$ cat src/rtl/pio_pkg.sv
package pio_pkg;
    localparam int unsigned NFLAG = 7;

    typedef enum logic [3:0] {
        IX_PB      = 4'd0,
        IX_PA      = 4'd1,
        IX_DIRB    = 4'd2,
        IX_DIRA    = 4'd3,
        IX_T1_CLO  = 4'd4,
        IX_T1_CHI  = 4'd5,
        IX_T1_LLO  = 4'd6,
        IX_T1_LHI  = 4'd7,
        IX_T2_LO   = 4'd8,
        IX_T2_HI   = 4'd9,
        IX_SHIFT   = 4'd10,
        IX_AUXC    = 4'd11,
        IX_PERC    = 4'd12,
        IX_FLAGS   = 4'd13,
        IX_ENAB    = 4'd14,
        IX_PA_ALT  = 4'd15
    } reg_idx_e;

    localparam int unsigned FB_CA2   = 0;
    localparam int unsigned FB_CA1   = 1;
    localparam int unsigned FB_SHIFT = 2;
    localparam int unsigned FB_CB2   = 3;
    localparam int unsigned FB_CB1   = 4;
    localparam int unsigned FB_T2    = 5;
    localparam int unsigned FB_T1    = 6;

    typedef enum logic [1:0] {
        TM_IDLE    = 2'd0,
        TM_RUN     = 2'd1,
        TM_EXPIRED = 2'd2
    } tmr_state_e;
endpackage

$ cat src/rtl/pio_port.sv
module pio_port #(
    parameter int unsigned PW = 8
) (
    input  logic          clk,
    input  logic          rst_n,
    input  logic          wr_out,
    input  logic          wr_dir,
    input  logic [PW-1:0] wdata,
    input  logic [PW-1:0] pin_in,
    output logic [PW-1:0] out_q,
    output logic [PW-1:0] dir_q,
    output logic [PW-1:0] rd_val
);
    always_ff @(posedge clk) begin
        if (!rst_n) begin
            out_q <= '0;
            dir_q <= '0;
        end else begin
            if (wr_out) out_q <= wdata;
            if (wr_dir) dir_q <= wdata;
        end
    end

    // each bit: driven value when output, pin value when input
    always_comb begin
        for (int b = 0; b < int'(PW); b++) begin
            rd_val[b] = dir_q[b] ? out_q[b] : pin_in[b];
        end
    end

    // a write to the output register is visible on the pins next cycle
    assert_out_follows_R3: assert property (@(posedge clk) disable iff (!rst_n)
        wr_out |=> out_q == $past(wdata));
endmodule

$ cat src/rtl/pio_timer.sv
module pio_timer #(
    parameter int unsigned BW   = 8,
    parameter int unsigned STEP = 2
) (
    input  logic              clk,
    input  logic              rst_n,
    input  logic              tick,
    input  logic              wr_lo,
    input  logic              wr_hi,
    input  logic [BW-1:0]     wdata,
    output logic [2*BW-1:0]   cnt,
    output logic              hit
);
    import pio_pkg::*;
    localparam int unsigned TW = 2 * BW;
    localparam logic [TW-1:0] STEP_V = TW'(STEP);

    tmr_state_e      state_q, state_d;
    logic [TW-1:0]   cnt_q, cnt_d;
    logic [BW-1:0]   lo_q;
    logic            borrow;

    assign borrow = cnt_q < STEP_V;

    always_ff @(posedge clk) begin
        if (!rst_n) begin
            state_q <= TM_IDLE;
            cnt_q   <= '0;
            lo_q    <= '0;
        end else begin
            state_q <= state_d;
            cnt_q   <= cnt_d;
            if (wr_lo) lo_q <= wdata;
        end
    end

    always_comb begin
        state_d = state_q;
        cnt_d   = cnt_q;
        hit     = 1'b0;
        if (wr_hi) begin
            cnt_d   = {wdata, lo_q};
            state_d = TM_RUN;
        end else begin
            unique case (state_q)
                TM_IDLE: begin
                    cnt_d = cnt_q;
                end
                TM_RUN: begin
                    if (tick) begin
                        cnt_d = cnt_q - STEP_V;
                        if (borrow) begin
                            hit     = 1'b1;
                            state_d = TM_EXPIRED;
                        end
                    end
                end
                TM_EXPIRED: begin
                    if (tick) cnt_d = cnt_q - STEP_V;
                end
                default: state_d = TM_IDLE;
            endcase
        end
    end

    assign cnt = cnt_q;

    // a tick while started steps the count down by the step size
    assert_step_R9: assert property (@(posedge clk) disable iff (!rst_n)
        (tick && !wr_hi && state_q != TM_IDLE) |=> cnt_q == $past(cnt_q) - STEP_V);
    // no tick and no load leaves the count unchanged
    assert_hold_R9: assert property (@(posedge clk) disable iff (!rst_n)
        (!tick && !wr_hi) |=> $stable(cnt_q));
    // the expired state never raises the flag
    assert_single_hit_R10: assert property (@(posedge clk) disable iff (!rst_n)
        (state_q == TM_EXPIRED) |-> !hit);
endmodule

$ cat src/rtl/pio_irq_ctrl.sv
module pio_irq_ctrl #(
    parameter int unsigned NF = 7
) (
    input  logic          clk,
    input  logic          rst_n,
    input  logic [NF-1:0] set_evt,
    input  logic [NF-1:0] clr,
    input  logic          ier_wr,
    input  logic          ier_mode,
    input  logic [NF-1:0] ier_bits,
    output logic [NF-1:0] ifr_q,
    output logic [NF-1:0] ier_q,
    output logic          irq
);
    logic [NF-1:0] ifr_d, ier_d;

    always_comb begin
        ifr_d = (ifr_q & ~clr) | set_evt;
        ier_d = ier_q;
        if (ier_wr) ier_d = ier_mode ? (ier_q | ier_bits) : (ier_q & ~ier_bits);
    end

    always_ff @(posedge clk) begin
        if (!rst_n) begin
            ifr_q <= '0;
            ier_q <= '0;
            irq   <= 1'b0;
        end else begin
            ifr_q <= ifr_d;
            ier_q <= ier_d;
            irq   <= |(ifr_d & ier_d);
        end
    end

    // the output agrees with the stored flags and enables
    assert_irq_summary_R7: assert property (@(posedge clk) disable iff (!rst_n)
        irq == |(ifr_q & ier_q));
    // every event pulse lands in the flags
    assert_event_sets_R6: assert property (@(posedge clk) disable iff (!rst_n)
        (|set_evt) |=> (ifr_q & $past(set_evt)) == $past(set_evt));
    // enable writes set or clear exactly the given bits
    assert_ier_set_R4: assert property (@(posedge clk) disable iff (!rst_n)
        (ier_wr && ier_mode) |=> (ier_q & $past(ier_bits)) == $past(ier_bits));
    assert_ier_clr_R4: assert property (@(posedge clk) disable iff (!rst_n)
        (ier_wr && !ier_mode) |=> (ier_q & $past(ier_bits)) == '0);
    // a clear request removes the flag unless an event sets it again
    assert_flag_clear_R5: assert property (@(posedge clk) disable iff (!rst_n)
        (|clr) |=> (ifr_q & $past(clr & ~set_evt)) == '0);
endmodule

$ cat src/rtl/pio_irq_unit.sv
module pio_irq_unit #(
    parameter int unsigned PW   = 8,
    parameter int unsigned STEP = 2
) (
    input  logic          clk,
    input  logic          rst_n,
    input  logic [3:0]    sel,
    input  logic          rd_en,
    input  logic          wr_en,
    input  logic [7:0]    wdata,
    output logic [7:0]    rdata,
    input  logic          tick,
    input  logic [6:0]    evt,
    input  logic [PW-1:0] pa_in,
    output logic [PW-1:0] pa_out,
    output logic [PW-1:0] pa_dir,
    input  logic [PW-1:0] pb_in,
    output logic [PW-1:0] pb_out,
    output logic [PW-1:0] pb_dir,
    output logic          irq
);
    import pio_pkg::*;
    localparam int unsigned BW = 8;
    localparam int unsigned NF = NFLAG;

    reg_idx_e      idx;
    logic [15:0]   wsel, rsel;
    logic [PW-1:0] pa_rd, pb_rd;
    logic [15:0]   t2_cnt;
    logic          t2_hit;
    logic [NF-1:0] ifr, ier, set_all, clr_all;
    logic [BW-1:0] t1_lo_q, t1_hi_q, sh_q, auxc_q, perc_q;

    assign idx = reg_idx_e'(sel);

    // one-hot strobes per register index
    generate
        for (genvar i = 0; i < 16; i++) begin : g_dec
            assign wsel[i] = wr_en && (sel == 4'(i));
            assign rsel[i] = rd_en && (sel == 4'(i));
        end
    endgenerate

    pio_port #(.PW(PW)) u_port_a (
        .clk(clk), .rst_n(rst_n),
        .wr_out(wsel[IX_PA] | wsel[IX_PA_ALT]), .wr_dir(wsel[IX_DIRA]),
        .wdata(wdata[PW-1:0]), .pin_in(pa_in),
        .out_q(pa_out), .dir_q(pa_dir), .rd_val(pa_rd)
    );

    pio_port #(.PW(PW)) u_port_b (
        .clk(clk), .rst_n(rst_n),
        .wr_out(wsel[IX_PB]), .wr_dir(wsel[IX_DIRB]),
        .wdata(wdata[PW-1:0]), .pin_in(pb_in),
        .out_q(pb_out), .dir_q(pb_dir), .rd_val(pb_rd)
    );

    pio_timer #(.BW(BW), .STEP(STEP)) u_timer (
        .clk(clk), .rst_n(rst_n), .tick(tick),
        .wr_lo(wsel[IX_T2_LO]), .wr_hi(wsel[IX_T2_HI]),
        .wdata(wdata), .cnt(t2_cnt), .hit(t2_hit)
    );

    always_comb begin
        set_all = evt;
        set_all[FB_T2] = evt[FB_T2] | t2_hit;
        clr_all = wsel[IX_FLAGS] ? wdata[NF-1:0] : '0;
        if (rsel[IX_T2_LO] || wsel[IX_T2_HI])  clr_all[FB_T2] = 1'b1;
        if (rsel[IX_T1_CLO] || wsel[IX_T1_CHI]) clr_all[FB_T1] = 1'b1;
    end

    pio_irq_ctrl #(.NF(NF)) u_irq (
        .clk(clk), .rst_n(rst_n),
        .set_evt(set_all), .clr(clr_all),
        .ier_wr(wsel[IX_ENAB]), .ier_mode(wdata[7]), .ier_bits(wdata[NF-1:0]),
        .ifr_q(ifr), .ier_q(ier), .irq(irq)
    );

    always_ff @(posedge clk) begin
        if (!rst_n) begin
            t1_lo_q <= '0;
            t1_hi_q <= '0;
            sh_q    <= '0;
            auxc_q  <= '0;
            perc_q  <= '0;
        end else begin
            if (wsel[IX_T1_CLO] || wsel[IX_T1_LLO]) t1_lo_q <= wdata;
            if (wsel[IX_T1_CHI] || wsel[IX_T1_LHI]) t1_hi_q <= wdata;
            if (wsel[IX_SHIFT]) sh_q   <= wdata;
            if (wsel[IX_AUXC])  auxc_q <= wdata;
            if (wsel[IX_PERC])  perc_q <= wdata;
        end
    end

    always_comb begin
        rdata = '0;
        unique case (idx)
            IX_PB:                 rdata = 8'(pb_rd);
            IX_PA, IX_PA_ALT:      rdata = 8'(pa_rd);
            IX_DIRB:               rdata = 8'(pb_dir);
            IX_DIRA:               rdata = 8'(pa_dir);
            IX_T1_CLO, IX_T1_LLO:  rdata = t1_lo_q;
            IX_T1_CHI, IX_T1_LHI:  rdata = t1_hi_q;
            IX_T2_LO:              rdata = t2_cnt[7:0];
            IX_T2_HI:              rdata = t2_cnt[15:8];
            IX_SHIFT:              rdata = sh_q;
            IX_AUXC:               rdata = auxc_q;
            IX_PERC:               rdata = perc_q;
            IX_FLAGS:              rdata = {|(ifr & ier), ifr};
            IX_ENAB:               rdata = {1'b1, ier};
            default:               rdata = '0;
        endcase
    end

    // reading the timer-2 low byte acknowledges its flag (no event that cycle)
    assert_t2_ack_R11: assert property (@(posedge clk) disable iff (!rst_n)
        (rsel[IX_T2_LO] && !evt[FB_T2] && !t2_hit) |=> !ifr[FB_T2]);
endmodule

$ cat config.mk
export PLATFORM = sky130hd
export DESIGN_NAME = pio_irq_unit
export DESIGN_NICKNAME = d
export VERILOG_FILES = /design/src/rtl/pio_pkg.sv /design/src/rtl/pio_port.sv /design/src/rtl/pio_timer.sv /design/src/rtl/pio_irq_ctrl.sv /design/src/rtl/pio_irq_unit.sv
export SDC_FILE = /design/constraint.sdc
export NUM_CORES = 1
export LEC_CHECK = 0
export ABC_AREA = 1
export BUFFER_PORTS_ARGS = -buffer_cell sky130_fd_sc_hd__buf_2
export CELL_PAD_IN_SITES_DETAIL_PLACEMENT = 0
export CELL_PAD_IN_SITES_GLOBAL_PLACEMENT = 1
export CORE_UTILIZATION = 41
export CTS_CLUSTER_SIZE = 8
export DETAILED_ROUTE_END_ITERATION = 8
export PLACE_DENSITY = 0.87
export SLEW_MARGIN = 40
export SYNTH_ARGS = -nofsm -noshare
export SYNTH_HDL_FRONTEND = slang
export SYNTH_SLANG_ARGS = --single-unit
$ cat constraint.sdc
create_clock -name clk -period 2 [get_ports clk]
set_input_delay 0.4 -clock clk [delete_from_list [all_inputs] [get_ports clk]]
set_output_delay 0.4 -clock clk [all_outputs]
set_load 0.01 [all_outputs]
==> qor_table.md <==
| Quantity | Value |
|---|---|
| Transition time at the pin with the least slew margin | 0.553 ns |
| Post-synthesis instance area | 5640 sq um |
| Mapped Nets | 892 |
| Placeable core area | 13300 sq um |
| Worst r2r dst | u_timer.cnt[15] |
| Number of cells traversed by the worst register-to-register path | 10 |
| # H-tree levels | 4 |
| Final-report hold violation count | 0 |
| Chip Width | 119 um |
| Library cell with the highest instance count after synthesis | nand2_1 |
| Min cycle time layout | 1.97 ns |
| Initial core utilization | 42.3% |
| Routability congestion estimate from global placement | 0.881 |
| First-pass GRT wire length | 29600 um |
| CTS Hold Buffers Added | 0 |
| Cell area power density | 808 nW/um^2 |
| CP startpoint | sel[2] |
| Routed wire length | 19100 um |
| Number of antenna repair diodes | 0 |
| Critical Path Stages | 10 |
| Max stage delay cell, worst path | buf_4 |
| Largest delay contributor family on the critical path | buffers and inverters |
| Share of layout cells above drive strength 1 | 25.8% |
| Maximum vdd drop | 0.647 mV |
| Maximum clock skew at final layout | 0.00865 ns |
| Buffers added on ports | 80 |
| Number of search-and-repair iterations in the first detailed-routing pass | 5 |
| Most used cell, CP | buf_4 |
| Number of register bits inferred by synthesis | 113 |
| DRC marker count from the first detailed-route iteration | 653 |
| Required time of the worst setup path | 1.60 ns |
| Worst rel slew slack | 63.0% |
| Total power draw | 6.04 mW |
| Clock sinks | 113 |
| Outcome | complete, no violations |
| Share of flip-flops with an asynchronous set or reset after synthesis | 0% |
| Synth warnings | 0 |
| Number of antenna-violating nets in the routed design | 0 |
| Clock transition at the registers of the reported paths | 0.05 ns |
| Boundary Pins | 81 |
| Area contributors post-synth | dfxtp_1, nand2_1, a21oi_1 |
| Slowest Stage Delay on Critical Path | 0.17 ns |
| Detailed-route via count | 6061 |
| Worst Path Class, Setup | in2out |
| Sequential fraction of the synthesis area | 40.1% |
| Most used flip-flop cell after synthesis | dfxtp_1 |
| Fillers | 1334 |
| End of the critical path | rdata[4] |
| Distinct cell type count after synthesis | 31 |
| Post-synth EDFFs | 0 |
| Number of violations of the max-capacitance limit | 0 |
| Global route overflow | 0 |
| Critical path buffers and inverters | 5 |
| Share of Yosys cell area claimed by the top area cell type | 40.1% |
| Setup slack of the most critical reg-to-reg path | 0.24 ns |
| Clock buffers created by TritonCTS | 17 |
| Clock tree from TritonCTS | built |
| Via density per instance | 5.24 |
| Tot GR Track Use | 27.5% |
| Clk buf depth | 2 |
| Path category of the worst min-delay check | in2reg |
| Antenna violations before repair | 0 |
| Final setup fails | 0 |
| Sum of negative setup slack | 0 ns |
| Crit path max fanout | 7 |
| Standard-cell rows | 42 |
| Via count of the first global-routing pass | 5500 |
| Crit path arrival time | 1.57 ns |
| Layout Nets | 1014 |
| Syn avg cell area | 6.65 sq um |
| Startpoint class of the critical path | input port |
| Placed wire-length estimate | 13500 um |
| Unrepaired setup endpoints after global routing | true |
| Leakage | 3.35 nW |
| DRC violation count after routing | 0 |
| Final Cycle Share | 98.5% |
| Latest clock arrival within the worst-skew pair | 0.42 ns |
| Master cell of the clock root buffer | clkbuf_16 |
| Fmax | 507 MHz |
| Vert. Die Dim | 119 um |
| DIE AREA | 14200 sq um |
| Synth-to-Final Area Change | 32.6% |
| Reg2Reg Launch Point | u_timer.cnt[2] |
| Cell type with the largest total area after synthesis | dfxtp_1 |
| Largest net degree at the start of global routing | 31 |
| Max Transition Viols Final | 0 |
| Routed WL per cell | 16.6 um |
| Number of instances in the synthesized netlist | 848 |
| Sequence of cells on the critical path | buf_6, inv_4, nor2_4, nand2_1, buf_4, buf_4, o22ai_1, nor2_1, nand4_1, buf_2 |
| Post-synth top cells | nand2_1, inv_1, dfxtp_1, a21oi_1, o21ai_0 |
| Kind of capture point of the worst setup path | primary output |
logic make-up after synthesis:
group / share of synthesized area, %
flip-flops: 40.1
XOR/XNOR: 0.776
adder cells (fa/ha/maj): 0.887
AND/OR/NAND/NOR: 23.0
AO/OA/AOI/OAI: 22.3
multiplexers: 1.75
buffers and inverters: 11.2
layer usage:
metal  track usage [%]  wire length [um]  vias up
met1              36.9              8670     2808
li1                  -                 -     3022
met5                 0                 0        -
met3              6.94              1290       32
met4              9.22               354        0
met2              42.8              8830      199
through the flow:
stage	hold slack [ns]	cells	worst slack, ns	cell area [sq um]	util (%)
floorplan	0.424	848	0.118	5640	-
global placement	0.434	1123	-0.168	6530	49.0
detailed placement	0.438	1123	-0.262	6530	49.0
CTS	0.210	1153	-0.0153	7200	54.0
global route	0.224	1156	-0.0272	7480	56.0
finish	0.214	1156	0.0295	7480	56.0
area by class of cell:
type / instances / area, sq um / area share, %
inverter: 122 / 468 / 6.26
multi-input combinational: 576 / 3000 / 40.2
clock inverter: 7 / 110 / 1.47
tap: 176 / 220 / 2.94
timing repair buffer: 140 / 937 / 12.5
sequential: 113 / 2270 / 30.4
clock buffer: 22 / 464 / 6.21
state kept, by name, indices dropped and copies added, names as in the netlist:
| name | flops |
|---|---|
| u_timer.lo_q | 8 |
| perc_q | 8 |
| u_irq.irq | 1 |
| auxc_q | 8 |
| u_port_a.dir_q | 8 |
| sh_q | 8 |
| u_port_a.out_q | 8 |
| u_port_b.out_q | 8 |
| u_timer.state_q | 2 |
| t1_lo_q | 8 |
| t1_hi_q | 8 |
| u_irq.ifr_q | 7 |
| u_port_b.dir_q | 8 |
| u_irq.ier_q | 7 |
| u_timer.cnt | 16 |
what timing repair did:
item / CTS / global route
gates cloned: 0 / 1
buffers inserted: 1 / 3
setup endpoints to repair: 8 / 9
resized for setup: 36 / 86
pin swaps: 9 / 28
worst register-to-register path, stage by stage (launching register included):
cell     delay (ns)
dfxtp_1        0.30
inv_2          0.12
ha_1           0.26
nand3_1        0.13
nor2_1         0.25
nand2_1        0.13
inv_1          0.11
nand2_1        0.07
xor2_1         0.14
nand2_1        0.07
a21oi_1        0.12
cell usage in the layout (no fill, tap or decap), types with 4 or more instances in the layout:
cell type | Yosys | final
clkinv_2 | 0 | 4
buf_12 | 0 | 4
nor3_1 | 4 | 4
mux2_2 | 7 | 7
inv_2 | 2 | 19
ha_1 | 4 | 4
a31oi_1 | 7 | 7
o21ai_0 | 88 | 80
inv_1 | 119 | 99
o21ai_1 | 0 | 4
dfxtp_2 | 0 | 7
nand2_2 | 2 | 5
clkbuf_16 | 0 | 17
dfxtp_1 | 113 | 105
a21oi_2 | 1 | 5
nand2_4 | 0 | 5
o22ai_1 | 29 | 22
buf_4 | 2 | 54
nand2_1 | 193 | 184
buf_2 | 9 | 76
nand3_1 | 51 | 50
o21ai_2 | 0 | 4
nor2_4 | 0 | 9
a21oi_1 | 107 | 102
nor2_2 | 3 | 9
nand4_1 | 4 | 4
xor2_1 | 5 | 5
nor2_1 | 62 | 47
o22ai_2 | 0 | 7
buf_6 | 2 | 5
power by group:
| group | switching (mW) | internal [mW] | leakage, nW |
|---|---|---|---|
| clock network | 1.01 | 1.99 | 0.285 |
| logic | 0.426 | 0.255 | 2.14 |
| registers | 0.0438 | 2.32 | 0.921 |
how the worst min path moves through the flow:
| stage | cells past startpoint | startpoint | slack, ns | endpoint |
|---|---|---|---|---|
| after detailed placement | 2 | auxc_q[7] | 0.44 | auxc_q[7] |
| after CTS | 3 | evt[5] | 0.21 | u_irq.ifr_q[5] |
| after floorplan | 2 | u_timer.lo_q[3] | 0.42 | u_timer.lo_q[3] |
| final | 3 | evt[5] | 0.21 | u_irq.ifr_q[5] |
| after global placement | 2 | auxc_q[7] | 0.43 | auxc_q[7] |
| after global routing | 3 | evt[5] | 0.22 | u_irq.ifr_q[5] |
No activity file was read; power rests on OpenSTA's default activity.
